--- config.mk ---
export PLATFORM = sky130hd
export DESIGN_NAME = spi4_ctrl
export DESIGN_NICKNAME = d
export VERILOG_FILES = /design/src/rtl/spi4_pkg.sv /design/src/rtl/spi4_sync.sv /design/src/rtl/spi4_clkgen.sv /design/src/rtl/spi4_shifter.sv /design/src/rtl/spi4_ctrl.sv
export SDC_FILE = /design/constraint.sdc
export NUM_CORES = 1
export LEC_CHECK = 0
export BUFFER_PORTS_ARGS = -buffer_cell sky130_fd_sc_hd__buf_4
export CAP_MARGIN = 15
export CELL_PAD_IN_SITES_DETAIL_PLACEMENT = 1
export CELL_PAD_IN_SITES_GLOBAL_PLACEMENT = 1
export CORE_MARGIN = 2
export CORE_UTILIZATION = 42
export CTS_CLUSTER_DIAMETER = 50
export DETAILED_ROUTE_END_ITERATION = 10
export MAX_ROUTING_LAYER = met4
export PLACE_DENSITY_LB_ADDON = 0.1
export REMOVE_ABC_BUFFERS = 1
export SETUP_SLACK_MARGIN = 0.2
export SLEW_MARGIN = 15
export SYNTH_ARGS = -nofsm -noshare
export SYNTH_HDL_FRONTEND = slang
export SYNTH_SLANG_ARGS = --single-unit
--- constraint.sdc ---
create_clock -name clk -period 2.5 [get_ports clk]
set_clock_uncertainty 0.15 [all_clocks]
set_input_delay 0.5 -clock clk [delete_from_list [all_inputs] [get_ports clk]]
set_output_delay 0.5 -clock clk [all_outputs]
set_load 0.02 [all_outputs]
--- src/rtl/spi4_pkg.sv ---
package spi4_pkg;
    typedef enum logic [1:0] {
        PINS3     = 2'b00,
        PINS4_HI  = 2'b01,
        PINS4_LO  = 2'b10,
        PINS3_ALT = 2'b11
    } pin_mode_e;
endpackage

--- src/rtl/spi4_sync.sv ---
module spi4_sync #(
    parameter int unsigned W = 3
) (
    input  logic         clk,
    input  logic         rst_n,
    input  logic [W-1:0] d_i,
    output logic [W-1:0] q_o
);
    typedef struct packed {
        logic [W-1:0] s1;
        logic [W-1:0] s2;
    } sync_t;

    sync_t r_q, r_d;

    always_comb begin
        r_d    = r_q;
        r_d.s1 = d_i;
        r_d.s2 = r_q.s1;
    end

    always_ff @(posedge clk or negedge rst_n) begin
        if (!rst_n) r_q <= '0;
        else        r_q <= r_d;
    end

    assign q_o = r_q.s2;
endmodule

--- src/rtl/spi4_clkgen.sv ---
module spi4_clkgen #(
    parameter int unsigned DIV_W = 8
) (
    input  logic             clk,
    input  logic             rst_n,
    input  logic             run,
    input  logic [DIV_W-1:0] div,
    output logic             sclk,
    output logic             rise,
    output logic             fall
);
    typedef struct packed {
        logic [DIV_W-1:0] cnt;
        logic             sclk;
    } cg_t;

    cg_t r_q, r_d;
    logic wrap;

    always_comb begin
        r_d  = r_q;
        wrap = run && (r_q.cnt == div);
        if (!run) begin
            r_d.cnt  = '0;
            r_d.sclk = 1'b0;
        end else if (wrap) begin
            r_d.cnt  = '0;
            r_d.sclk = ~r_q.sclk;
        end else begin
            r_d.cnt  = r_q.cnt + DIV_W'(1);
        end
    end

    always_ff @(posedge clk or negedge rst_n) begin
        if (!rst_n) r_q <= '0;
        else        r_q <= r_d;
    end

    assign sclk = r_q.sclk;
    assign rise = wrap && !r_q.sclk;
    assign fall = wrap &&  r_q.sclk;

    // a stopped generator leaves the clock low
    a_r2_idle_low: assert property (@(posedge clk) disable iff (!rst_n)
        !run |=> !r_q.sclk);
    // the level only moves when the divider count wraps
    a_r3_level_hold: assert property (@(posedge clk) disable iff (!rst_n)
        run && $past(run) && r_q.cnt != '0 |-> $stable(r_q.sclk));
endmodule

--- src/rtl/spi4_shifter.sv ---
module spi4_shifter #(
    parameter int unsigned DW = 8
) (
    input  logic          clk,
    input  logic          rst_n,
    input  logic          is_master,
    input  logic          active,
    input  logic          rise,
    input  logic          fall,
    input  logic          in_bit,
    input  logic          load_req,
    input  logic [DW-1:0] load_data,
    output logic          out_bit,
    output logic          load_ack,
    output logic          done,
    output logic [DW-1:0] rx_byte,
    output logic          busy
);
    localparam int unsigned CW = (DW > 1) ? $clog2(DW) : 1;

    typedef struct packed {
        logic [DW-1:0] sh;
        logic          cap;
        logic [CW-1:0] cnt;
        logic          loaded;
    } sh_t;

    sh_t r_q, r_d;

    always_comb begin
        r_d      = r_q;
        load_ack = 1'b0;
        done     = 1'b0;
        rx_byte  = {r_q.sh[DW-2:0], r_q.cap};
        if (is_master && !active) begin
            r_d.loaded = 1'b0;
            r_d.cnt    = '0;
            r_d.cap    = 1'b0;
            r_d.sh     = '0;
        end else if (active) begin
            if (!r_q.loaded && r_q.cnt == '0 && load_req && !fall) begin
                r_d.sh     = load_data;
                r_d.loaded = 1'b1;
                load_ack   = 1'b1;
            end
            if (rise) r_d.cap = in_bit;
            if (fall) begin
                r_d.sh  = {r_q.sh[DW-2:0], r_q.cap};
                r_d.cnt = r_q.cnt + CW'(1);
                if (r_q.cnt == CW'(DW-1)) begin
                    done       = 1'b1;
                    r_d.cnt    = '0;
                    r_d.loaded = 1'b0;
                    r_d.sh     = '0;
                end
            end
        end
    end

    always_ff @(posedge clk or negedge rst_n) begin
        if (!rst_n) r_q <= '0;
        else        r_q <= r_d;
    end

    assign out_bit = r_q.sh[DW-1];
    assign busy    = r_q.loaded || (r_q.cnt != '0);

    // an inactive slave keeps its partial byte untouched
    a_r13_slave_freeze: assert property (@(posedge clk) disable iff (!rst_n)
        !is_master && !active |=> $stable(r_q.sh) && $stable(r_q.cnt));
    // a master that loses the bus ends up idle
    a_r11_abort_idle: assert property (@(posedge clk) disable iff (!rst_n)
        is_master && !active |=> !busy);
endmodule

--- src/rtl/spi4_ctrl.sv ---
module spi4_ctrl #(
    parameter int unsigned DW    = 8,
    parameter int unsigned DIV_W = 8
) (
    input  logic             clk,
    input  logic             rst_n,
    input  logic             cfg_master,
    input  logic [1:0]       cfg_mode,
    input  logic             cfg_listen,
    input  logic [DIV_W-1:0] cfg_div,
    input  logic             tx_wr,
    input  logic [DW-1:0]    tx_data,
    input  logic             rx_rd,
    input  logic             err_clr,
    output logic [DW-1:0]    rx_data,
    output logic             tx_empty,
    output logic             rx_full,
    output logic             busy,
    output logic             frame_err,
    output logic             overrun,
    output logic             tx_irq,
    output logic             rx_irq,
    input  logic             sclk_i,
    output logic             sclk_o,
    output logic             sclk_oe,
    input  logic             mosi_i,
    output logic             mosi_o,
    output logic             mosi_oe,
    input  logic             miso_i,
    output logic             miso_o,
    output logic             miso_oe,
    input  logic             en_pin_i
);
    typedef struct packed {
        logic [DW-1:0] tx_buf;
        logic          tx_full;
        logic [DW-1:0] rx_buf;
        logic          rx_full;
        logic          ferr;
        logic          ovr;
        logic          tx_irq;
        logic          rx_irq;
        logic          act_prev;
        logic          sclk_prev;
    } ctl_t;

    ctl_t r_q, r_d;

    logic [2:0]    sync_q;
    logic          sclk_s, mosi_s, en_s;
    logic          four_pin, act;
    logic          cg_sclk, cg_rise, cg_fall, run;
    logic          rise, fall, in_bit, out_bit;
    logic          load_ack, done, sh_busy;
    logic [DW-1:0] rx_byte;

    spi4_sync #(.W(3)) sync_i (
        .clk (clk),
        .rst_n (rst_n),
        .d_i ({en_pin_i, mosi_i, sclk_i}),
        .q_o (sync_q)
    );
    assign {en_s, mosi_s, sclk_s} = sync_q;

    assign four_pin = (cfg_mode == spi4_pkg::PINS4_HI) || (cfg_mode == spi4_pkg::PINS4_LO);
    assign act      = !four_pin || (en_s ^ (cfg_mode == spi4_pkg::PINS4_LO));
    assign run      = cfg_master && sh_busy && act;

    spi4_clkgen #(.DIV_W(DIV_W)) clkgen_i (
        .clk (clk),
        .rst_n (rst_n),
        .run (run),
        .div (cfg_div),
        .sclk (cg_sclk),
        .rise (cg_rise),
        .fall (cg_fall)
    );

    assign rise   = cfg_master ? cg_rise : (sclk_s && !r_q.sclk_prev);
    assign fall   = cfg_master ? cg_fall : (!sclk_s && r_q.sclk_prev);
    assign in_bit = cfg_listen ? out_bit : (cfg_master ? miso_i : mosi_s);

    spi4_shifter #(.DW(DW)) shifter_i (
        .clk (clk),
        .rst_n (rst_n),
        .is_master (cfg_master),
        .active (act),
        .rise (rise),
        .fall (fall),
        .in_bit (in_bit),
        .load_req (r_q.tx_full),
        .load_data (r_q.tx_buf),
        .out_bit (out_bit),
        .load_ack (load_ack),
        .done (done),
        .rx_byte (rx_byte),
        .busy (sh_busy)
    );

    always_comb begin
        r_d           = r_q;
        r_d.act_prev  = act;
        r_d.sclk_prev = sclk_s;
        r_d.tx_irq    = load_ack;
        r_d.rx_irq    = done;
        if (tx_wr) r_d.tx_buf = tx_data;
        r_d.tx_full = tx_wr || (r_q.tx_full && !load_ack);
        if (err_clr) begin
            r_d.ferr = 1'b0;
            r_d.ovr  = 1'b0;
        end
        if (done) begin
            r_d.rx_buf  = rx_byte;
            r_d.rx_full = 1'b1;
            if (r_q.rx_full && !rx_rd) r_d.ovr = 1'b1;
        end else if (rx_rd) begin
            r_d.rx_full = 1'b0;
        end
        if (cfg_master && four_pin && r_q.act_prev && !act) r_d.ferr = 1'b1;
    end

    always_ff @(posedge clk or negedge rst_n) begin
        if (!rst_n) r_q <= '0;
        else        r_q <= r_d;
    end

    assign rx_data   = r_q.rx_buf;
    assign tx_empty  = !r_q.tx_full;
    assign rx_full   = r_q.rx_full;
    assign busy      = sh_busy;
    assign frame_err = r_q.ferr;
    assign overrun   = r_q.ovr;
    assign tx_irq    = r_q.tx_irq;
    assign rx_irq    = r_q.rx_irq;
    assign sclk_o    = cg_sclk;
    assign sclk_oe   = cfg_master && act;
    assign mosi_o    = out_bit;
    assign mosi_oe   = cfg_master && act;
    assign miso_o    = out_bit;
    assign miso_oe   = !cfg_master && act;

    // frame error is held until software clears it
    a_r10_ferr_sticky: assert property (@(posedge clk) disable iff (!rst_n)
        frame_err && !err_clr |=> frame_err);
    // overrun is held until software clears it
    a_r6_ovr_sticky: assert property (@(posedge clk) disable iff (!rst_n)
        overrun && !err_clr |=> overrun);
    // losing the bus never delivers a partial byte
    a_r11_no_rx_on_abort: assert property (@(posedge clk) disable iff (!rst_n)
        cfg_master && four_pin && r_q.act_prev && !act |=> !rx_irq);
    // the transmit interrupt is a single-cycle pulse
    a_r4_tx_pulse: assert property (@(posedge clk) disable iff (!rst_n)
        tx_irq |=> !tx_irq);
    // a receive pulse always comes with a full holding register
    a_r5_irq_full: assert property (@(posedge clk) disable iff (!rst_n)
        rx_irq |-> rx_full);
endmodule

* Yosys cells after proc, flatten, opt, wreduce, memory -nomap -nowiden
Cells that the tools add are included.
** Storage, ports and cells
- Flip-flop bits (word level) :: 52
- Input bits :: 29
- Output and inout port bits :: 21
- Logic and storage cells :: 100
** Cells by class
- $add $sub $neg :: 2
- Equality and inequality tests :: 5
- Muxes and demuxes :: 29
- Bitwise operators :: 2
- Reduce and logical (&&, ||, !) cells :: 44
** Operator list (count)
- 8-bit two-way mux :: 4
- 13-bit two-way mux :: 2
- 1-bit two-way mux :: 19
- 1-bit logical AND :: 18
- 1-bit logical NOT :: 11
- 2-bit nonzero test :: 5
- 9-bit two-way mux :: 1
- 8-bit by 1-bit adder with 8-bit output (second input constant) :: 1
- 8-bit equality test :: 1
- 4-bit two-way mux :: 2
- 2-bit AND reduction :: 3
- 3-bit nonzero test :: 2
- 1-bit logical OR :: 4
- 3-bit by 1-bit adder with 3-bit output (second input constant) :: 1
- 3-bit equality test (second input constant) :: 1
- 3-bit logical NOT :: 1
- 2-bit by 1-bit equality test with 1-bit output (second input constant) :: 1
- 2-bit equality test (second input constant) :: 1
- 2-bit two-way mux :: 1
- 2-bit inequality test (second input constant) :: 1
- 1-bit inverter :: 1
- 1-bit XOR :: 1

* Depth between registers and ports, before layout
- Depth after elaboration :: 16
- Depth in mapped cells :: 8
- Gate-level depth less buffers :: 7

* By module
From an unflattened synthesis, not the netlist that was laid out.
** Second synthesis, totals
- Cells, all modules :: 205
- Area, all modules :: 2477.4 um2
** Modules (own cells, without submodules)
- spi4_ctrl :: times used 1, cells an instance 79, area each 1044.8 um2, sequential area each 600.6 um2
- spi4_shifter :: times used 1, cells an instance 71, area each 789.5 um2, sequential area each 325.3 um2
- spi4_clkgen :: times used 1, cells an instance 49, area each 493.0 um2, sequential area each 225.2 um2
- spi4_sync :: times used 1, cells an instance 6, area each 150.1 um2, sequential area each 150.1 um2

* Worst setup path before layout
Ideal clock, no wire load.
- Kind :: in2out
- Start point :: input cfg_mode[0]
- End point :: output sclk_oe
- Arrival time :: 1.640 ns
- Data required time :: 1.850 ns
- Setup slack :: 0.210 ns
- Cell stages on the path :: 7
- Buffers on the path :: 1
- Path through :: inv_1 ha_1 xor2_1 nor2_1 inv_1 and2_1 buf_4
** On the way
- Cells in the longest elaborated chain, start to end :: 5
- Elaborated cells on any way between the ends :: 7
- Classes of those cells :: 2 x eq/ne; 1 x bitwise; 4 x reduce/logical
** RTL lines
- start: declaration :: line spi4_ctrl.sv:8 : input logic [1:0] cfg_mode,
- 2-bit by 1-bit equality test with 1-bit output or 2-bit equality test (tied branches) :: line spi4_ctrl.sv:65, spi4_ctrl.sv:66
- 1-bit logical OR :: line spi4_ctrl.sv:65 : assign four_pin = (cfg_mode == spi4_pkg::PINS4_HI) || (cfg_mode == spi4_pkg::PINS4_LO);
- 1-bit logical NOT :: line spi4_ctrl.sv:66 : assign act = !four_pin || (en_s ^ (cfg_mode == spi4_pkg::PINS4_LO));
- 1-bit logical OR (*) :: line spi4_ctrl.sv:66
- net act :: line spi4_ctrl.sv:51 : logic four_pin, act;
- 1-bit logical AND (*)
- end: declaration :: line spi4_ctrl.sv:25 : output logic sclk_oe,
Mark *: on every way through the listed nets, which the timed path passes. The rest lies on a longest branch.

* Worst setup path in the final report
- Start point :: input cfg_mode[0]
- End point :: output mosi_oe
** On the way
- Cells in the longest elaborated chain, start to end :: 5
- Elaborated cells on any way between the ends :: 7
- Classes of those cells :: 2 x eq/ne; 1 x bitwise; 4 x reduce/logical
** RTL lines
- 2-bit by 1-bit equality test with 1-bit output or 2-bit equality test (tied branches) :: line spi4_ctrl.sv:65, spi4_ctrl.sv:66
- 1-bit logical OR :: line spi4_ctrl.sv:65
- 1-bit logical NOT :: line spi4_ctrl.sv:66
- 1-bit logical OR (*) :: line spi4_ctrl.sv:66
- net act :: line spi4_ctrl.sv:51
- 1-bit logical AND (*) :: line spi4_ctrl.sv:138 : assign mosi_oe = cfg_master && act;
- end: declaration :: line spi4_ctrl.sv:28 : output logic mosi_oe,
Marks and branches as above.

==> Flow_metrics.wiki <==
{| class="wikitable"
! Metric !! Value
|-
| Pin count of the biggest net entering global routing || 53
|-
| Area of the multi-input gates || 920.9 um^2
|-
| Detailed-route wire length per cell || 15.28 um
|-
| Die span in y || 79.22 um
|-
| Setup crit end kind || output pin
|-
| Cell internal pwr || 1512 uW
|-
| Time the worst path needs with I/O delays and setup || 2.243 ns
|-
| Total routing usage reported by global routing || 17.68%
|-
| Reg clk slew, reported paths || 0.10 ns
|-
| Required time at the endpoint of the critical path || 1.85 ns
|-
| Layout cells sized above 1 || 34.51%
|-
| Worst EP arrival || 1.59 ns
|-
| Final Wtd Congestion || 0.7906
|-
| Filler cell count || 598
|-
| Design Area, Final || 2942 um^2
|-
| Crit Path Class || primary input to output pin
|-
| Placeable core region || 5473 um^2
|-
| Hold Vio Cnt, Final || 0
|-
| Overall power || 2138 uW
|-
| Final critical-path share of the clock period || 89.72%
|-
| Residual DRC count || 0
|-
| Total clock buffers created by CTS || 5
|-
| Number of inserted diodes || 0
|-
| Leading register cell type out of synthesis || sky130_fd_sc_hd__dfrtp_1
|-
| Final setup fails || 0
|-
| Net switching component of the power || 626.5 uW
|-
| Root buf cell || sky130_fd_sc_hd__clkbuf_8
|-
| Switching share of power || 29.30%
|-
| Cells after Synth || 207
|-
| Number of global-route vias before repair || 1655
|-
| Layout overhead on the synthesized area || 23.80%
|-
| Clk Latency, worst-skew pair || 0.30 ns
|-
| Number of vias per cell || 4.865
|-
| Clock Tree Buf Depth || 2
|-
| Setup repair after global routing missed its margin || false
|-
| Post-synthesis instance area || 2376 um^2
|-
| First-pass GRT wire length || 8162 um
|-
| Final Routed Wirelength || 4998 um
|-
| Rows || 27
|-
| Number of maximum-capacitance constraint violations || 0
|-
| Result of the run || completed
|-
| Post-synth EDFFs || 0
|-
| Post-synthesis sequential element count || 52
|-
| Vias || 1591
|-
| Count of distinct cell types in the synthesized netlist || 42
|-
| Worst-case headroom to the max-slew limit || 57.39%
|-
| Setup TNS || 0 ns
|-
| Slew at the pin closest to its max-slew limit || 0.6392 ns
|-
| Number of synthesis warnings || 0
|-
| Remaining Overflow, GRT || 0
|-
| Critical Path Source Type || primary input
|-
| Worst vdd rail ir drop || 0.3370 mV
|-
| Total die area || 6275 um^2
|-
| Initial antenna violation count || 0
|-
| Top cell by count, worst path || sky130_fd_sc_hd__buf_4
|-
| Initial Util || 43.42%
|-
| Clock tree from TritonCTS || built
|-
| Count of input and output buffers || 49
|-
| H-tree depth || 2
|-
| Leakage component of the power || 0.001494 uW
|-
| Average cell area after synthesis || 11.48 um^2
|-
| Pwr per Cell Area || 726.8 nW/um^2
|-
| Number of violations reported at the end of detailed-routing iteration 0 || 48
|-
| FFs w/ async S/R, synth || 100.0%
|-
| Crit path cell chain || buf_4 -> inv_1 -> ha_2 -> nor2_2 -> buf_4 -> inv_2 -> and2_1 -> buf_4
|-
| Logic pwr share || 22.8%
|-
| Seq/Total Area, Yosys || 54.77%
|-
| Chip Width || 79.22 um
|-
| Highest cell delay on the worst timing path || 0.30 ns
|-
| Max Clk Rate || 445.8 MHz
|-
| Clock Sinks || 52
|-
| Class of the most critical hold timing path || primary input to asynchronous set/reset pin
|-
| Share of total power in the clock network || 28.3%
|-
| HPWL Detailed || 3690 um
|-
| Final Net Count || 288
|-
| Sequential cell fraction of total power || 48.9%
|-
| Antenna-violating nets left || 0
|-
| FF/Latch Area || 1301 um^2
|-
| Slowest cell on the critical path || sky130_fd_sc_hd__ha_2
|-
| Count of boundary I/O pins || 50
|-
| 1st-pass router iterations || 4
|-
| Worst-path maximum fanout || 5
|-
| Final max-slew violation count || 0
|-
| Cell area reported after detailed placement || 2755 um^2
|}
==> layout by cell type (no fill, tap or decap), types with 3 or more instances in the layout <==
cell,synthesis,routed
sky130_fd_sc_hd__nand2_1,11,11
sky130_fd_sc_hd__and3_1,3,3
sky130_fd_sc_hd__dfrtp_1,52,52
sky130_fd_sc_hd__o21ai_0,9,9
sky130_fd_sc_hd__buf_4,10,55
sky130_fd_sc_hd__clkbuf_8,0,6
sky130_fd_sc_hd__nand3_1,7,7
sky130_fd_sc_hd__xnor2_1,7,7
sky130_fd_sc_hd__a221o_1,8,8
sky130_fd_sc_hd__xor2_1,6,5
sky130_fd_sc_hd__mux2_2,4,4
sky130_fd_sc_hd__inv_1,20,19
sky130_fd_sc_hd__mux2_4,6,6
sky130_fd_sc_hd__ha_1,5,4
sky130_fd_sc_hd__nor2_1,22,21
==> stage by stage <==
step           worst slack, ns  std cells  utilization [%]  hold WS (ns)
2_1_floorplan           0.1173        191                -       0.05441
3_3_place_gp          -0.03441        316            50.34        0.1859
3_5_place_dp           -0.1056        316            50.34        0.2011
4_1_cts                 0.2029        327            53.52       0.08977
5_1_grt                 0.1985        327            53.75        0.1097
6_report                0.2570        327            53.75       0.06933
==> per-layer routing <==
layer	track usage, %	part of all wire [%]	wire [um]
met4	5.172	1.2	60
met3	4.091	2.9	147
met1	23.04	48	2419
met2	27.80	47	2370
met5	-	0	0
==> synth_stat cells, drive strengths merged, types with 3 or more instances <==
cell type	instances	area, um^2
mux2	10	135.1
xor2	6	52.55
inv	20	75.07
xnor2	9	93.84
a21oi	3	18.77
nand3	7	35.03
nand2	11	41.29
dfrtp	52	1301
buf	14	101.3
nor2	22	82.58
and3	3	18.77
o21ai	10	53.80
ha	5	62.56
a221o	8	80.08
==> final timing paths <==
path	startpoint	to	slack (ns)	cells past startpoint
min in group clk	mosi_i	sync_i.r_d[1]	0.15	1
max	cfg_mode[0]	mosi_oe	0.26	8
min reg2reg	sync_i.r_d[2]	sync_i.q_o[2]	0.21	0
max reg2reg	shifter_i.r_q[1]	shifter_i.out_bit	0.32	8
min	rst_n	tx_irq	0.07	1
max in group asynchronous	rst_n	shifter_i.r_q[2]	1.71	1
==> power groups by stage <==
stage / clock (uW) / sequential [uW] / combinational (uW)
finish: 606 / 1040 / 488
global route: 662 / 1060 / 536
CTS: 619 / 1040 / 487
detailed placement: 0 / 1060 / 479
global placement: 0 / 1060 / 466
floorplan: 0 / 1060 / 260
==> critical path: cells and delay by family <==
family                   cells  cell delay, ns
AND/OR/NAND/NOR              2            0.29
buffers and inverters        5            0.50
adder cells (fa/ha/maj)      1            0.30
==> timing repair <==
item	4_1_cts	5_1_grt
setup buffers	3	0
hold endpoints to repair	0	0
hold buffers	0	0
gates resized for setup	3	5
pin swaps	2	0
endpoints found under the setup margin	13	11
==> sequential cells by signal, indices dropped and copies added (netlist names) <==
signal	cells
rx_data	8
rx_irq	1
sync_i.q_o	3
sync_i.r_d	3
shifter_i.rx_byte	8
clkgen_i.sclk	1
shifter_i.out_bit	1
shifter_i.r_q	4
rx_full	1
overrun	1
frame_err	1
clkgen_i.r_q	8
tx_irq	1
r_q	11
==> final cells by class <==
class                           count  share of cell area (%)
Clock buffer                        6                   2.807
Timing Repair Buffer               56                   14.72
Multi-Input combinational cell    119                   31.31
Sequential cell                    52                   44.24
Tap cell                           72                   3.063
Inverter                           20                   2.552
Clock inverter                      2                   1.319
==> kinds of logic after synthesis <==
group | count (synthesis) | synth area share [%]
AO/OA/AOI/OAI | 32 | 10.37
XOR/XNOR | 15 | 6.161
adder cells (fa/ha/maj) | 5 | 2.633
buffers and inverters | 36 | 7.741
flip-flops | 52 | 54.77
multiplexers | 12 | 6.530
AND/OR/NAND/NOR | 55 | 11.80
Note: power is estimated with default switching activity, not from simulation.
